**src/rtl/uart_host_pkg.sv**
```systemverilog
package uart_host_pkg;
  localparam int unsigned STAT_W = 8;
  localparam int unsigned IRQ_N  = 3;

  // register selector values
  localparam logic [1:0] SEL_DATA = 2'd0;
  localparam logic [1:0] SEL_STAT = 2'd1;
  localparam logic [1:0] SEL_IEN  = 2'd2;

  // status bit positions
  localparam int unsigned ST_RXC   = 7;
  localparam int unsigned ST_TXC   = 6;
  localparam int unsigned ST_EMPTY = 5;
  localparam int unsigned ST_FE    = 4;
  localparam int unsigned ST_OVR   = 3;

  // enable / interrupt bit positions
  localparam int unsigned IE_RX    = 0;
  localparam int unsigned IE_TX    = 1;
  localparam int unsigned IE_EMPTY = 2;
endpackage

```
**src/rtl/uart_host_txbuf.sv**
```systemverilog
module uart_host_txbuf #(
  parameter int unsigned W = 8
) (
  input  logic         clk,
  input  logic         rst,
  input  logic         load,
  input  logic [W-1:0] load_data,
  input  logic         clr_done,
  input  logic         shifter_busy,
  output logic         empty,
  output logic         done,
  output logic         start,
  output logic [W-1:0] start_data
);
  logic [W-1:0] hold_q, out_q;
  logic         empty_q, start_q, busy_q, done_q;
  logic         handoff;

  // move the held byte only when the shifter is idle and no start is in flight
  assign handoff = !empty_q && !shifter_busy && !start_q;

  always_ff @(posedge clk) begin
    if (rst) begin
      hold_q  <= '0;
      out_q   <= '0;
      empty_q <= 1'b1;
      start_q <= 1'b0;
      busy_q  <= 1'b0;
      done_q  <= 1'b0;
    end else begin
      start_q <= handoff;
      busy_q  <= shifter_busy;
      if (handoff) out_q <= hold_q;
      if (load) begin
        hold_q  <= load_data;
        empty_q <= 1'b0;
      end else if (handoff) begin
        empty_q <= 1'b1;
      end
      if (busy_q && !shifter_busy) done_q <= 1'b1;
      else if (clr_done)           done_q <= 1'b0;
    end
  end

  assign empty      = empty_q;
  assign done       = done_q;
  assign start      = start_q;
  assign start_data = out_q;
endmodule

```
**src/rtl/uart_host_rxbuf.sv**
```systemverilog
module uart_host_rxbuf #(
  parameter int unsigned W = 8
) (
  input  logic         clk,
  input  logic         rst,
  input  logic         in_valid,
  input  logic [W-1:0] in_data,
  input  logic         in_stop,
  input  logic         take,
  input  logic         clr_done,
  output logic [W-1:0] data,
  output logic         done,
  output logic         fe,
  output logic         ovr,
  output logic         pending
);
  logic [W-1:0] data_q;
  logic         done_q, fe_q, ovr_q, pend_q;

  always_ff @(posedge clk) begin
    if (rst) begin
      data_q <= '0;
      done_q <= 1'b0;
      fe_q   <= 1'b0;
      ovr_q  <= 1'b0;
      pend_q <= 1'b0;
    end else if (in_valid) begin
      data_q <= in_data;
      fe_q   <= !in_stop;
      done_q <= 1'b1;
      pend_q <= 1'b1;
      // a read in this same cycle consumed the old byte: no loss
      ovr_q  <= take ? 1'b0 : (ovr_q | pend_q);
    end else begin
      if (take) begin
        pend_q <= 1'b0;
        ovr_q  <= 1'b0;
      end
      if (clr_done) done_q <= 1'b0;
    end
  end

  assign data    = data_q;
  assign done    = done_q;
  assign fe      = fe_q;
  assign ovr     = ovr_q;
  assign pending = pend_q;
endmodule

```
**src/rtl/uart_host_irq.sv**
```systemverilog
module uart_host_irq #(
  parameter int unsigned N = 3
) (
  input  logic [N-1:0] flag,
  input  logic [N-1:0] en,
  output logic [N-1:0] irq
);
  for (genvar g = 0; g < N; g++) begin : g_gate
    assign irq[g] = flag[g] & en[g];
  end
endmodule

```
**src/rtl/uart_host_regs.sv**
```systemverilog
module uart_host_regs
  import uart_host_pkg::*;
#(
  parameter int unsigned DATA_W = 8
) (
  input  logic              clk,
  input  logic              rst,
  input  logic [1:0]        bus_addr,
  input  logic              bus_wr,
  input  logic              bus_rd,
  input  logic [DATA_W-1:0] bus_wdata,
  output logic [DATA_W-1:0] bus_rdata,
  output logic              tx_start,
  output logic [DATA_W-1:0] tx_data,
  input  logic              tx_busy,
  input  logic              rx_valid,
  input  logic [DATA_W-1:0] rx_data,
  input  logic              rx_stop,
  output logic              irq_rx,
  output logic              irq_tx,
  output logic              irq_empty
);
  logic              wr_data, wr_stat, wr_ien, rd_data;
  logic              tx_empty, tx_done, rx_done, rx_fe, rx_ovr, rx_pending;
  logic [DATA_W-1:0] rx_byte;
  logic [IRQ_N-1:0]  ien_q, flags, irqs;
  logic [STAT_W-1:0] stat;

  assign wr_data = bus_wr && (bus_addr == SEL_DATA);
  assign wr_stat = bus_wr && (bus_addr == SEL_STAT);
  assign wr_ien  = bus_wr && (bus_addr == SEL_IEN);
  assign rd_data = bus_rd && (bus_addr == SEL_DATA);

  uart_host_txbuf #(.W(DATA_W)) u_tx (
    .clk          (clk),
    .rst          (rst),
    .load         (wr_data),
    .load_data    (bus_wdata),
    .clr_done     (wr_stat && bus_wdata[ST_TXC]),
    .shifter_busy (tx_busy),
    .empty        (tx_empty),
    .done         (tx_done),
    .start        (tx_start),
    .start_data   (tx_data)
  );

  uart_host_rxbuf #(.W(DATA_W)) u_rx (
    .clk      (clk),
    .rst      (rst),
    .in_valid (rx_valid),
    .in_data  (rx_data),
    .in_stop  (rx_stop),
    .take     (rd_data),
    .clr_done (wr_stat && bus_wdata[ST_RXC]),
    .data     (rx_byte),
    .done     (rx_done),
    .fe       (rx_fe),
    .ovr      (rx_ovr),
    .pending  (rx_pending)
  );

  always_ff @(posedge clk) begin
    if (rst)         ien_q <= '0;
    else if (wr_ien) ien_q <= bus_wdata[IRQ_N-1:0];
  end

  always_comb begin
    stat           = '0;
    stat[ST_RXC]   = rx_done;
    stat[ST_TXC]   = tx_done;
    stat[ST_EMPTY] = tx_empty;
    stat[ST_FE]    = rx_fe;
    stat[ST_OVR]   = rx_ovr;
  end

  always_comb begin
    flags           = '0;
    flags[IE_RX]    = rx_done;
    flags[IE_TX]    = tx_done;
    flags[IE_EMPTY] = tx_empty;
  end

  uart_host_irq #(.N(IRQ_N)) u_irq (
    .flag (flags),
    .en   (ien_q),
    .irq  (irqs)
  );

  assign irq_rx    = irqs[IE_RX];
  assign irq_tx    = irqs[IE_TX];
  assign irq_empty = irqs[IE_EMPTY];

  always_comb begin
    case (bus_addr)
      SEL_DATA: bus_rdata = rx_byte;
      SEL_STAT: bus_rdata = DATA_W'(stat);
      SEL_IEN:  bus_rdata = DATA_W'(ien_q);
      default:  bus_rdata = '0;
    endcase
  end
endmodule

```
**config.mk**
```make
export PLATFORM = sky130hd
export DESIGN_NAME = uart_host_regs
export DESIGN_NICKNAME = d
export VERILOG_FILES = /design/src/rtl/uart_host_pkg.sv /design/src/rtl/uart_host_txbuf.sv /design/src/rtl/uart_host_rxbuf.sv /design/src/rtl/uart_host_irq.sv /design/src/rtl/uart_host_regs.sv
export SDC_FILE = /design/constraint.sdc
export NUM_CORES = 1
export LEC_CHECK = 0
export ABC_AREA = 1
export BUFFER_PORTS_ARGS = -buffer_cell sky130_fd_sc_hd__buf_2
export CORE_MARGIN = 2
export CORE_UTILIZATION = 44
export CTS_CLUSTER_DIAMETER = 100
export DETAILED_ROUTE_END_ITERATION = 12
export PLACE_DENSITY = 0.74
export SLEW_MARGIN = 25
export SYNTH_ARGS = -nofsm -noshare
export SYNTH_HDL_FRONTEND = slang
export SYNTH_SLANG_ARGS = --single-unit
export TNS_END_PERCENT = 50
```
**constraint.sdc**
```tcl
create_clock -name clk -period 0.9 [get_ports clk]
set_input_delay 0 -clock clk [delete_from_list [all_inputs] [get_ports clk]]
set_output_delay 0 -clock clk [all_outputs]
set_load 0.02 [all_outputs]
```
[Word-level counts from Yosys, hierarchy flattened]
Cells that the tools add are included.
Storage, ports and cells
  logic and storage cells: 47
  output and inout port bits: 20
  bits of input ports: 25
  flip-flop bits (word level): 35
Operators by class
  bitwise logic cells: 4
  reductions and logical operators: 18
  multiplexer cells: 11
  equal/unequal tests: 2
Operators with widths (number)
  $pmux W8 S3: 1
  $mux W1: 10
  $logic_and A1 B1 Y1: 9
  $reduce_bool A2 Y1: 4
  $logic_not A1 Y1: 4
  $and A1 B1 Y1: 3
  $eq A2 B1 Y1 const B: 1
  $eq A2 B2 Y1 const B: 1
  $logic_not A2 Y1: 1
  $or A1 B1 Y1: 1

[Depth between registers and ports, before layout]
  depth in word-level cells: 5
  depth in mapped cells: 5
  mapped depth without buffers: 5

[By module]
Synthesis repeated with hierarchy kept, for this count alone.
Unflattened totals
  cell total of the unflattened synthesis: 226
  area total of the unflattened synthesis: 1556.5 um^2
By module, submodules not included
  uart_host_txbuf: times used 1, seq. area each 400.4 um^2, area each 760.7 um^2, cells an instance 95
  uart_host_rxbuf: times used 1, seq. area each 240.2 um^2, area each 476.7 um^2, cells an instance 71
  uart_host_regs: times used 1, seq. area each 60.1 um^2, area each 296.5 um^2, cells an instance 54
  uart_host_irq: times used 1, seq. area each 0.0 um^2, area each 22.5 um^2, cells an instance 6

[Worst setup path before layout]
No wires, ideal clock.
  path type: reg2reg
  from: reg u_tx.start_q (netlist: u_tx.start)
  to: reg u_tx.empty_q (netlist: u_tx.empty)
  arrival time: 0.938 ns
  slack: -0.156 ns
  period minus slack after synthesis: 1.056 ns
  stages on the path, launching flop included: 6
  setup time: 0.119 ns
  data required time: 0.781 ns
  buffers on the path: 0
  cells stage by stage: dfxtp_1 > nor2_1 > nand2_1 > inv_2 > o21ai_0 > nand2_1
On the way
  word-level cells in the longest chain between the ends: 3
RTL lines
  start: declaration: line uart_host_txbuf.sv:16  | logic empty_q, start_q, busy_q, done_q;
  start signal: assignment: line uart_host_txbuf.sv:31  | start_q <= handoff;
  $logic_not A1 Y1: line uart_host_txbuf.sv:20  | assign handoff = !empty_q && !shifter_busy && !start_q;
  $logic_and A1 B1 Y1: line uart_host_txbuf.sv:20
  $reduce_bool A2 Y1 (no line)
  end signal: assignment: line uart_host_txbuf.sv:26  | empty_q <= 1'b1;
  end signal: assignment: line uart_host_txbuf.sv:36  | empty_q <= 1'b0;
  end signal: assignment: line uart_host_txbuf.sv:38  | empty_q <= 1'b1;
  end: declaration: line uart_host_txbuf.sv:16
No other way between the ends.
A chain may end at the register's enable or synchronous reset.

[Worst setup path in the final report]
  from: reg u_tx.empty_q (netlist: u_tx.empty)
  to: out irq_empty
On the way
  word-level cells in the longest chain between the ends: 1
RTL lines
  $and A1 B1 Y1: line uart_host_irq.sv:9  | assign irq[g] = flag[g] & en[g];
  end: declaration: line uart_host_regs.sv:21  | output logic irq_empty
No other way between the ends.

==> run_results.csv <==
group,metric,value,unit
run_status,status,"finished with violations",
run_status,failed_checks,"setup timing",
logic_synthesis,synthFlopType,"dfxtp_1",
drt,via_per_inst,4.87,
critical_path,cp.arrival,1.06,ns
floorplanning,initial_core_util,47.1,%
timing,worst_pin_slew,0.248,ns
finish,drive_gt1_share,35.3,%
clock_network,path_clk_slew,0.11,ns
finish,seq_area,721,µm²
timing,relSlewSlack,83.4,%
timing,maxSlewViolCount,0,
logic_synthesis,ys_seq_area_share,52.5,%
drt,routed_wl,3590,µm
global_route,grt_pass1_wl,5900,µm
global_route,grt_overflow,0,
timing,setup_slack,-0.157,ns
finish,stdcell_area,2130,µm²
floorplanning,die_x,59.1,µm
floorplanning,design.core.area,2830,µm²
clock_network,cts_buffers,5,
logic_synthesis,synth.avg_cell_area,7.37,µm²
timing,holdWs,0.0182,ns
logic_synthesis,yosys_register_bits,35,
placed_design,placed_area,1640,µm²
power,powerDensity,1720,nW/µm²
clock_network,clock-root-buffer,"clkbuf_4",
critical_path,slowest_delay,0.35,ns
finish,final_util,75.3,%
global_route,grt_max_degree,35,
floorplanning,die-area,3490,µm²
clock_network,htree_num_levels,2,
drt,via_count,1406,
job,maxCapViolCount,0,
critical_path,worstPathMaxFanout,3,
placed_design,dp_worst_setup_slack,-0.0404,ns
drt,drtIter0Drc,47,
global_route,grt_pass1_vias,1311,
worst_hold_path,min_from,"bus_wr",
finish,antenna_cells,0,
critical_path,cp-start-kind,"flop",
timing,max_freq,0.946,GHz
worst_hold_path,hp-class,"in -> reg",
clock_network,cts.sinks,35,
worst_hold_path,holdPathEnd,"u_rx.done",
critical_path,reg2reg_from,"u_tx.empty",
timing,finalCriticalPeriod,1.06,ns
logic_synthesis,ys_async_sr_fraction,0,%
placed_design,gp_congestion,0.713,
worst_hold_path,hold_depth,4,
critical_path,crit_family,"flip-flops",
clock_network,cts_tree,"built",
timing,final-hold-violation-count,0,
floorplanning,row_count,19,
critical_path,rrSetupSlack,-0.04,ns
logic_synthesis,synth_edf_count,0,
clock_network,cts_buffer_depth,2,
drt,drt_drc_violations_left,0,
global_route,grtUsageTotal,23.4,%
floorplanning,die_h,59.1,µm
critical_path,worstPathCellList,"buf_6 -> nand2_4 -> inv_2 -> buf_6",
logic_synthesis,synth_top_cell_by_area,"dfxtp_1",
power,ir_drop,1470,µV
timing,fin_skew,0.00219,ns
clock_network,clk_latency,0.35,ns
logic_synthesis,syn-cell-area,1330,µm²
power,leakagePower,0.00101,µW
critical_path,worstRegToRegCells,4,
logic_synthesis,synth_top_cell_area_share,52.5,%
logic_synthesis,ys_top_cells_by_area,"dfxtp_1 (53%), nor2_1 (16%), o21ai_0 (11%)",
floorplanning,boundaryPins,45,
drt,drt_pass1_iterations,4,
critical_path,required,0.90,ns
critical_path,cpMostUsedCell,"buf_6",
placed_design,buffer_ports.inserted,44,
finish,area_growth,59.7,%
finish,fillCellCount,212,
critical_path,crit_type,"reg -> out",
timing,rsz0062_at_grt,"yes",
critical_path,r2r-end,"u_tx.start_data[7]",
critical_path,critical_path_buf_inv_count,3,
critical_path,endpoint_kind,"primary output",
logic_synthesis,yosysWarnings,0,
logic_synthesis,syn_nets,206,
global_route,antenna_found_initial,0,
critical_path,cp_slowest_cell,"dfxtp_2",
timing,setup_violations,17,
drt,routedWlPerCell,12.4,µm
finish,nets,282,
logic_synthesis,synthCells,181,
power,report.power.total,3670,µW
logic_synthesis,synth.distinct_cells,15,
placed_design,place_hpwl,2090,µm
finish,multi_input_area,601,µm²
drt,ant_nets,0,
timing,fin_crit_sh,117,%
-- routing by layer --
layer	GRT usage [%]	wire length [µm]	vias up
li1	-	-	727
met1	26.8	1450	637
met2	39.4	1900	36
met3	8.30	180	6
met4	10.1	58	0
met5	0	0	-
-- Yosys cell counts, types with 2 or more instances --
| cell | number |
|---|---|
| dfxtp_1 | 35 |
| nand3_1 | 5 |
| inv_1 | 11 |
| o21ai_0 | 29 |
| nor2_1 | 58 |
| a21oi_1 | 2 |
| nand4_1 | 2 |
| a22o_1 | 3 |
| nand2_1 | 28 |
| clkbuf_1 | 3 |
-- worst max path at each step --
stage	start	to	slack, ns	cells after the start
2_1_floorplan	u_tx.start	u_tx.start_data[0]	0.01	4
3_3_place_gp	u_tx.start	u_tx.start_data[3]	0.004	4
3_5_place_dp	u_tx.start	u_tx.start_data[1]	-0.04	4
4_1_cts	u_rx.data[6]	bus_rdata[6]	-0.16	2
5_1_grt	u_tx.empty	irq_empty	-0.20	4
6_report	u_tx.empty	irq_empty	-0.16	4
-- cell type report --
| cell class | count | area share [%] |
|---|---|---|
| Clock inverter | 2 | 2.82 |
| Tap cell | 31 | 1.82 |
| Multi-Input combinational cell | 129 | 28.2 |
| Timing Repair Buffer | 73 | 28.8 |
| Clock buffer | 6 | 1.94 |
| Sequential cell | 35 | 33.8 |
| Inverter | 13 | 2.59 |
-- cells by family (layout without fill, tap and decap cells) --
logic type      after synthesis  in the layout  share of synthesized area (%)
compound gates               34             34                           13.6
simple gates                 95             95                           28.7
buf+inv                      17             94                           5.16
flops                        35             35                           52.5
-- sequential cells by signal (all words and copies together) (netlist names) --
signal and flops:
u_rx.data 8, u_rx.done 1, u_rx.fe 1, u_tx.start_data 8, u_tx.busy_q 1, u_rx.ovr 1
u_rx.pending 1, u_tx.empty 1, u_tx.start 1, ien_q 3, u_tx.hold_q 8, u_tx.done 1
-- tightest hold or removal path: stages --
cell	delay, ns
buf_2	0.13
nand3_1	0.09
nand3_1	0.07
nand2_1	0.05
-- cell usage in the layout, fill, tap and decap left out, drive strengths merged --
cell type	instances
nand4	2
clkinv	1
nand2	29
dfxtp	35
dlygate4sd3	22
clkbuf	6
buf	51
bufinv	2
nor2	59
inv	12
a22o	3
nand3	5
a21oi	2
o21ai	29
-- metrics by stage --
step,instances,setup TNS (ns)
floorplan,181,0
global placement,256,0
detailed placement,256,-0.216
CTS,286,-1.29
global route,289,-2.40
finish,289,-1.18
-- timing repair --
action | 4_1_cts | 5_1_grt
pin swaps | 10 | 6
setup buffers | 0 | 3
hold buffers | 22 | 0
gates resized for setup | 45 | 27
endpoints found under the setup margin | 20 | 35
hold endpoints to repair | 26 | 0
-- report_power, final --
part | leakage [µW] | internal [µW] | switching, µW
sequential | 0.000292 | 1640 | 48.2
clock | 0.0000525 | 867 | 555
combinational | 0.000668 | 277 | 280
No activity file was read; power rests on OpenSTA's default activity.
